<file path="src/rtl/dmaint_pkg.sv">
package dmaint_pkg;
  typedef enum logic { REG_CMPL = 1'b0, REG_TERM = 1'b1 } reg_sel_e;
  typedef enum logic { ALIAS_SET = 1'b0, ALIAS_CLR = 1'b1 } alias_e;
endpackage

</file>
<file path="src/rtl/dmaint_flag_bank.sv">
module dmaint_flag_bank #(
  parameter int W = 32
) (
  input  logic         clk_i,
  input  logic         rst_ni,
  input  logic [W-1:0] set_i,
  input  logic [W-1:0] clr_i,
  input  logic [W-1:0] hw_set_i,
  output logic [W-1:0] q_o
);
  // sets (hardware or software) override clears in the same cycle
  always_ff @(posedge clk_i or negedge rst_ni) begin
    if (!rst_ni) q_o <= '0;
    else         q_o <= (q_o & ~clr_i) | set_i | hw_set_i;
  end
endmodule

</file>
<file path="src/rtl/dmaint_qualify.sv">
module dmaint_qualify #(
  parameter int N_CH = 16,
  localparam int W = 2 * N_CH
) (
  input  logic [W-1:0] stat_a_i,
  input  logic [W-1:0] stat_b_i,
  output logic [W-1:0] vec_o,
  output logic         irq_o
);
  logic [N_CH-1:0] err;
  logic [N_CH-1:0] cmpl_en;

  for (genvar k = 0; k < N_CH; k++) begin : g_ch
    // bus error: both halves; bare termination: low half without completion
    assign err[k] = stat_b_i[k] & (stat_b_i[N_CH+k] | ~stat_a_i[k]);
    assign cmpl_en[k] = stat_a_i[k] & stat_a_i[N_CH+k];
  end

  assign vec_o = {err, stat_a_i[N_CH-1:0]};
  assign irq_o = (|cmpl_en) | (|err);
endmodule

</file>
<file path="src/rtl/dmaint_prio_enc.sv">
module dmaint_prio_enc #(
  parameter int W = 32,
  localparam int IW = $clog2(W)
) (
  input  logic [W-1:0]  vec_i,
  output logic          valid_o,
  output logic [IW-1:0] idx_o
);
  always_comb begin
    idx_o = '0;
    for (int i = 0; i < W; i++) begin
      if (vec_i[i]) idx_o = IW'(i);
    end
  end
  assign valid_o = |vec_i;
endmodule

</file>
<file path="src/rtl/dmaint_combiner.sv">
module dmaint_combiner #(
  parameter int N_CH = 16,
  localparam int W  = 2 * N_CH,
  localparam int CW = $clog2(N_CH),
  localparam int IW = CW + 1
) (
  input  logic            clk_i,
  input  logic            rst_ni,
  input  logic [N_CH-1:0] cmpl_i,
  input  logic [N_CH-1:0] term_i,
  input  logic [N_CH-1:0] berr_i,
  input  logic            wr_en_i,
  input  logic            wr_reg_i,
  input  logic            wr_clr_i,
  input  logic [W-1:0]    wr_data_i,
  input  logic            rd_reg_i,
  output logic [W-1:0]    rd_data_o,
  output logic            irq_o,
  output logic            svc_valid_o,
  output logic [IW-1:0]   svc_idx_o,
  input  logic            svc_ack_i
);
  import dmaint_pkg::*;

  logic [W-1:0] stat_a_q, stat_b_q;
  logic [W-1:0] set_a, clr_a, set_b, clr_b;
  logic [W-1:0] ack_a, ack_b;
  logic [W-1:0] svc_vec;
  logic [W-1:0] ch_mask;
  logic         sel_a, sel_b, ack_fire, ack_err;

  assign sel_a = wr_en_i && (reg_sel_e'(wr_reg_i) == REG_CMPL);
  assign sel_b = wr_en_i && (reg_sel_e'(wr_reg_i) == REG_TERM);

  assign set_a = (sel_a && alias_e'(wr_clr_i) == ALIAS_SET) ? wr_data_i : '0;
  assign clr_a = (sel_a && alias_e'(wr_clr_i) == ALIAS_CLR) ? wr_data_i : '0;
  assign set_b = (sel_b && alias_e'(wr_clr_i) == ALIAS_SET) ? wr_data_i : '0;
  assign clr_b = (sel_b && alias_e'(wr_clr_i) == ALIAS_CLR) ? wr_data_i : '0;

  // acknowledge retires the shown event at its source bits
  assign ack_fire = svc_ack_i && svc_valid_o;
  assign ack_err  = svc_idx_o[CW];
  assign ch_mask  = {{(W-1){1'b0}}, 1'b1} << svc_idx_o[CW-1:0];
  assign ack_a    = (ack_fire && !ack_err) ? ch_mask : '0;
  assign ack_b    = !ack_fire ? '0
                  : ack_err ? (ch_mask | (ch_mask << N_CH)) : ch_mask;

  dmaint_flag_bank #(.W(W)) bank_a_i (
    .clk_i    (clk_i),
    .rst_ni   (rst_ni),
    .set_i    (set_a),
    .clr_i    (clr_a | ack_a),
    .hw_set_i ({{N_CH{1'b0}}, cmpl_i}),
    .q_o      (stat_a_q)
  );

  dmaint_flag_bank #(.W(W)) bank_b_i (
    .clk_i    (clk_i),
    .rst_ni   (rst_ni),
    .set_i    (set_b),
    .clr_i    (clr_b | ack_b),
    .hw_set_i ({berr_i, term_i | berr_i}),
    .q_o      (stat_b_q)
  );

  dmaint_qualify #(.N_CH(N_CH)) qual_i (
    .stat_a_i (stat_a_q),
    .stat_b_i (stat_b_q),
    .vec_o    (svc_vec),
    .irq_o    (irq_o)
  );

  dmaint_prio_enc #(.W(W)) enc_i (
    .vec_i   (svc_vec),
    .valid_o (svc_valid_o),
    .idx_o   (svc_idx_o)
  );

  assign rd_data_o = (reg_sel_e'(rd_reg_i) == REG_TERM) ? stat_b_q : stat_a_q;
endmodule

</file>
<file path="config.mk">
export PLATFORM = sky130hd
export DESIGN_NAME = dmaint_combiner
export DESIGN_NICKNAME = d
export VERILOG_FILES = /design/src/rtl/dmaint_pkg.sv /design/src/rtl/dmaint_flag_bank.sv /design/src/rtl/dmaint_qualify.sv /design/src/rtl/dmaint_prio_enc.sv /design/src/rtl/dmaint_combiner.sv
export SDC_FILE = /design/constraint.sdc
export NUM_CORES = 1
export LEC_CHECK = 0
export CAP_MARGIN = 10
export CORE_MARGIN = 2
export CORE_UTILIZATION = 50
export CTS_CLUSTER_SIZE = 20
export DETAILED_ROUTE_END_ITERATION = 16
export DONT_BUFFER_PORTS = 1
export PLACE_DENSITY_LB_ADDON = 0.3
export SYNTH_ARGS = -nofsm -noshare
export SYNTH_HDL_FRONTEND = slang
export SYNTH_SLANG_ARGS = --single-unit
</file>
<file path="constraint.sdc">
create_clock -name clk_i -period 2.7 [get_ports clk_i]
set_input_delay 0.135 -clock clk_i [delete_from_list [all_inputs] [get_ports clk_i]]
set_output_delay 0.135 -clock clk_i [all_outputs]
set_load 0.005 [all_outputs]
</file>
# --- Word level (Yosys, flattened, before mapping) ---
# Index checks and enable logic that the tools add are counted.
op_classes:
  shift: 1
  n_mux: 39
  bitwise: 79
  reduce_logical: 12
ops:
  columns: ["op", "n"]
  rows:
  - ["$mux 32", 8]
  - ["$or 32x32->32", 6]
  - ["$mux 5", 16]
  - ["$and 32x32->32", 2]
  - ["$not 32->32", 2]
  - ["$and 1x1->1", 32]
  - ["$mux 4", 8]
  - ["$or 32x16->32", 1]
  - ["$reduce_or 16->1", 2]
  - ["$reduce_or 32->1", 1]
  - ["$shl 1x4->32 const A", 1]
  - ["$not 1->1", 18]
  - ["$or 1x1->1", 17]
  - ["$or 16x16->16", 1]
  - ["$mux 3", 4]
  - ["$logic_and 1x1->1", 8]
  - ["$mux 2", 2]
  - ["$logic_not 1->1", 1]
  - ["$mux 1", 1]
word_totals:
  register_bits: 64
  input_bits: 87
  output_inout_bits: 39
  wordCells: 133

# --- Depth between registers and ports, before layout ---
logic_depth:
  word_depth: 40
  mapped_depth: 9
  depth_no_buf: 8

# --- By module ---
# Synthesis repeated with hierarchy kept, for this count alone.
unflattened:
  cells_unflattened: 620
  area_unflattened_um2: 5007.3
by_module_without_submodules:
  columns: ["module", "instances", "cells_each", "area_per_inst_um2", "seq_area_each_um2"]
  rows:
  - ["dmaint_flag_bank", 2, 128, 1201.2, 800.8]
  - ["dmaint_combiner", 1, 237, 1793.0, 0.0]
  - ["dmaint_qualify", 1, 65, 445.4, 0.0]
  - ["dmaint_prio_enc", 1, 62, 366.6, 0.0]

# --- Worst setup path after synthesis ---
# Ideal clock, no wire load.
synth_path:
  path_kind: "register to register"
  start: "register bank_b_i.q_o[21]"
  end: "register bank_b_i.q_o[10]"
  setup_time_ns: 0.126
  t_arrival_ns: 1.996
  required_ns: 2.574
  setup_slack_ns: 0.577
  path_stages_with_launch: 10
  n_path_buf: 1
  synth_period_minus_slack_ns: 2.123
  path_cell_list: "dfrtp_1 nand2b_1 a222oi_1 a21boi_2 a221oi_2 o41ai_4 inv_2 buf_6 o311ai_1 nand2_1"
synth_via:
  elab_chain_len: 22
  word_cells_on_any_way: 24
  cone_classes: "shift: 1; mux: 13; bitwise: 8; reduce/logical: 2"
synth_lines:
  columns: ["element", "line", "text"]
  rows:
  - ["from (decl)", "dmaint_flag_bank.sv:9", "output logic [W-1:0] q_o"]
  - ["from (signal assigned)", "dmaint_flag_bank.sv:14", "else q_o <= (q_o & ~clr_i) | set_i | hw_set_i;"]
  - ["$or 1x1->1 *", "dmaint_qualify.sv:15", "assign err[k] = stat_b_i[k] & (stat_b_i[N_CH+k] | ~stat_a_i[k]);"]
  - ["$and 1x1->1 *", "dmaint_qualify.sv:15", null]
  - ["$mux 5 * (11 in series)", "dmaint_prio_enc.sv:12", "if (vec_i[i]) idx_o = IW'(i);"]
  - ["via svc_idx_o[0]", "dmaint_combiner.sv:20", "output logic [IW-1:0] svc_idx_o,"]
  - ["$shl 1x4->32 *", "dmaint_combiner.sv:43", "assign ch_mask = {{(W-1){1'b0}}, 1'b1} << svc_idx_o[CW-1:0];"]
  - ["$or 32x32->32", "dmaint_combiner.sv:46", ": ack_err ? (ch_mask | (ch_mask << N_CH)) : ch_mask;"]
  - ["$mux 32 *", "dmaint_combiner.sv:46", null]
  - ["$mux 32 *", "dmaint_combiner.sv:45", "assign ack_b = !ack_fire ? '0"]
  - ["$or 32x32->32 *", "dmaint_combiner.sv:61", ".clr_i (clr_b | ack_b),"]
  - ["$not 32->32 *", "dmaint_flag_bank.sv:14", null]
  - ["$and 32x32->32 *", "dmaint_flag_bank.sv:14", null]
  - ["$or 32x32->32 * (2 in series)", "dmaint_flag_bank.sv:14", null]
# Mark *: on every way through the listed nets, which the timed path passes. The rest lies on a longest branch.

# --- Worst setup path in the final report ---
layout_path:
  start: "register bank_b_i.q_o[21]"
  end: "output svc_idx_o[0]"
layout_via:
  elab_chain_len: 13
layout_lines:
  columns: ["element", "line"]
  rows:
  - ["$or 1x1->1", "dmaint_qualify.sv:15"]
  - ["$and 1x1->1", "dmaint_qualify.sv:15"]
  - ["$mux 5 (11 in series)", "dmaint_prio_enc.sv:12"]
  - ["to (decl)", "dmaint_combiner.sv:20"]
# No other way between the ends.

==> impl_metrics.csv <==
group,metric,value,unit
yosys,synth_flop_cell,"dfrtp_1",
clock_tree,clkTransAtPathRegs,0.08,ns
place,numPlacedInstances,627,
worst_setup_path,path_cells,"nand2b_1 -> a222oi_1 -> a21boi_2 -> a221oi_2 -> o41ai_4 -> inv_4 -> buf_4",
finish,instances_no_fill,769,
clock_tree,cts.sinks,64,
timing,hold_viol,1,
drt,routedWlPerCell,22.6,um
clock_tree,cts.htree.levels,3,
yosys,syn_inst,521,
pwr,netSwitchingPower,785,uW
yosys,synthXorXnorAreaFrac,0,
timing,period_minus_slack,2.58,ns
yosys,ys_types,54,
pwr,power_frac_seq,0.410,
drt,vias_per_cell,6.58,
yosys,synth_top_family_by_area,"compound AO/OA/AOI/OAI gates",
drt,drt_iter0_drc,521,
finish,drive_gt1_frac,0.134,
pwr,design_power_total,2.67,mW
finish,fin_nets,746,
clock_tree,cts_tree,"built",
yosys,synthMuxAreaShare,0.0629,
finish,n_antenna_cell,0,
yosys,synth_top_cell_area_share,0.373,
yosys,synthTopCellsByArea,"dfrtp_1 (37%), nand2_1 (12%), mux2_2 (6.3%)",
yosys,synth_compound_area_frac,0.305,
pwr,p_per_area,439,nW/um2
finish,mostFrequentLayoutCell,"nand2_1",
place,hpwl,11300,um
yosys,synth_top_cell_by_area,"dfrtp_1",
timing,drv_slew,0,
floorplan,fp.dieW,96.7,um
timing,finClkSkew,0.00854,ns
place,post-place-ws,0.0691,ns
place,gp_congestion,0.952,
pwr,combPwrFrac,0.231,
yosys,syn_avg_cell_area,8.25,um2
drt,ant_nets,0,
grt,antenna_found_initial,0,
worst_setup_path,crit_buf_inv,2,
finish,final_cell_area,6070,um2
worst_setup_path,cp_max_fo,14,
yosys,yosys_warnings,0,
floorplan,io_pins,126,
status,violations,"hold timing",
pwr,cell_internal_pwr,1.88,mW
clock_tree,clk_path_buf_depth,2,
grt,track_usage,0.370,
clock_tree,clk_latency,0.35,ns
floorplan,coreArea,8260,um2
yosys,yosys.area_share.simple,0.222,
place,placedInstanceArea,4540,um2
pwr,clockPowerShare,0.358,
yosys,ys_seq_area_frac,0.373,
pwr,swShare,0.295,
timing,finalWorstSetupSlack,0.125,ns
timing,tightestPinTransition,0.776,ns
worst_setup_path,cp.arrival,2.44,ns
timing,post-route-period-util,0.954,
drt,finalWirelength,17400,um
floorplan,initial_utilization,0.520,
floorplan,die_y,96.7,um
yosys,synth-edff-count,0,
grt,grt_start_max_net_pins,65,
worst_setup_path,crit_family,"compound AO/OA/AOI/OAI gates",
drt,drc_errors,0,
drt,first_pass_iters,5,
finish,final_cell_mix,"nand2_1 (134), dlygate4sd3_1 (122), dfrtp_1 (63)",
timing,rsz0062_at_grt,"yes",
grt,grt_pass1_wl,27700,um
worst_setup_path,worst_setup_path_end_kind,"primary output",
worst_setup_path,critPathMaxStageDelay,0.44,ns
grt,overflow,0,
pwr,peakVddDrop,0.288,mV
timing,relSlewSlack,0.482,
timing,fmax,388,MHz
grt,grt_pass1_vias,5191,
yosys,synthArstFlopShare,1.00,
finish,syn_to_final_growth,41.1,%
job,drv_cap,0,
pwr,p_leak,2.36,nW
timing,setup_viol_count_final,0,
status,outcome,"finished, violations left",
floorplan,rows,33,
floorplan,dieArea,9350,um2
yosys,synth.cell_area,4300,um2
worst_setup_path,crit_path_start_kind,"flop",
clock_tree,cts-buffers-inserted,9,
worst_setup_path,required,2.57,ns
yosys,ys_ff_latch,64,
min_path,min-delay-path-class,"input port to flop",
timing,holdWs,-0.00208,ns
yosys,synth-adder-area-share,0,
place,place.port_buffers,0,
worst_setup_path,worstSetupPathType,"flop to primary output",
yosys,synth.net_count,608,
clock_tree,root_buffer,"clkbuf_8",
worst_setup_path,slowest_stage,"o41ai_4",
drt,vias,5059,
[layout make-up]
class                           count  area, um2
Multi-Input combinational cell    418       2570
Fill cell                         657       2190
Sequential cell                    64       1600
Timing Repair Buffer              154       1500
Clock buffer                       13        149
Tap cell                          105        131
Clock inverter                      3       65.1
Inverter                           12       47.5
[path summary, 6_finish.rpt]
path	start	endpoint	slack [ns]	depth (start not counted)
worst max-delay path	bank_b_i.q_o[21]$_DFF_PN0_	svc_idx_o[0]	0.12	7
worst min-delay path	wr_data_i[29]	bank_b_i.q_o[29]$_DFF_PN0_	-0.002	3
worst max register to register	bank_a_i.q_o[10]$_DFF_PN0_	bank_b_i.q_o[15]$_DFF_PN0_	0.13	8
worst min register to register	bank_b_i.q_o[26]$_DFF_PN0_	bank_b_i.q_o[26]$_DFF_PN0_	0.55	2
max in group asynchronous	rst_ni	bank_a_i.q_o[5]$_DFF_PN0_	2.07	2
min in group asynchronous	rst_ni	bank_a_i.q_o[14]$_DFF_PN0_	0.33	2
[cell usage after synthesis (8+ instances only)]
master    number
a211oi_1      14
a21oi_1       43
a22oi_1        8
a31oi_1       23
clkbuf_1      18
dfrtp_1       64
inv_1         10
mux2_2        24
nand2_1      134
nand2b_1      17
nor2_1        12
nor3_1         9
o211ai_1       8
o21ai_0       28
o311ai_0       8
o311ai_1      14
[worst min-delay path: stages]
cell,delay (ns)
nand2_1,0.03
o311ai_0,0.09
nand2_1,0.06
[state kept, by name, indices dropped and copies added, names as in the netlist]
signal and cells:
bank_b_i.q_o 32, bank_a_i.q_o 32
[what timing repair did]
| item | in CTS | in global routing |
|---|---|---|
| resized for setup | 0 | 10 |
| hold endpoints to repair | 128 | 1 |
| setup endpoints to repair | 0 | 15 |
| hold buffers | 122 | 1 |
| setup buffers | 0 | 3 |
[power groups by stage]
stage / logic [mW] / clock network [mW] / registers [mW]
2_1_floorplan: 0.281 / 0 / 1.08
3_3_place_gp: 0.356 / 0 / 1.11
3_5_place_dp: 0.363 / 0 / 1.11
4_1_cts: 0.579 / 0.941 / 1.09
5_1_grt: 0.661 / 0.989 / 1.10
6_report: 0.617 / 0.956 / 1.09
[stage by stage]
stage          TNS (ns)  hold WS [ns]  utilization
2_1_floorplan         0        -0.161            -
3_3_place_gp          0        -0.158        0.550
3_5_place_dp          0        -0.159        0.550
4_1_cts               0     0.0000702        0.726
5_1_grt         -0.0550       0.00408        0.735
6_report              0      -0.00208        0.735
[cells by family after synthesis]
family / Yosys count
muxes: 24
DFF: 64
AOI/OAI and AO/OA: 186
buffers and inverters: 39
and+or+nand+nor: 208
[layer usage]
metal	global-route usage	wire, um	vias up
met3	0.0607	1570	49
met4	0.144	608	0
met5	0	0	-
met2	0.620	8430	323
met1	0.479	6790	2440
li1	-	-	2247
Power figures use the tool's default switching activity.
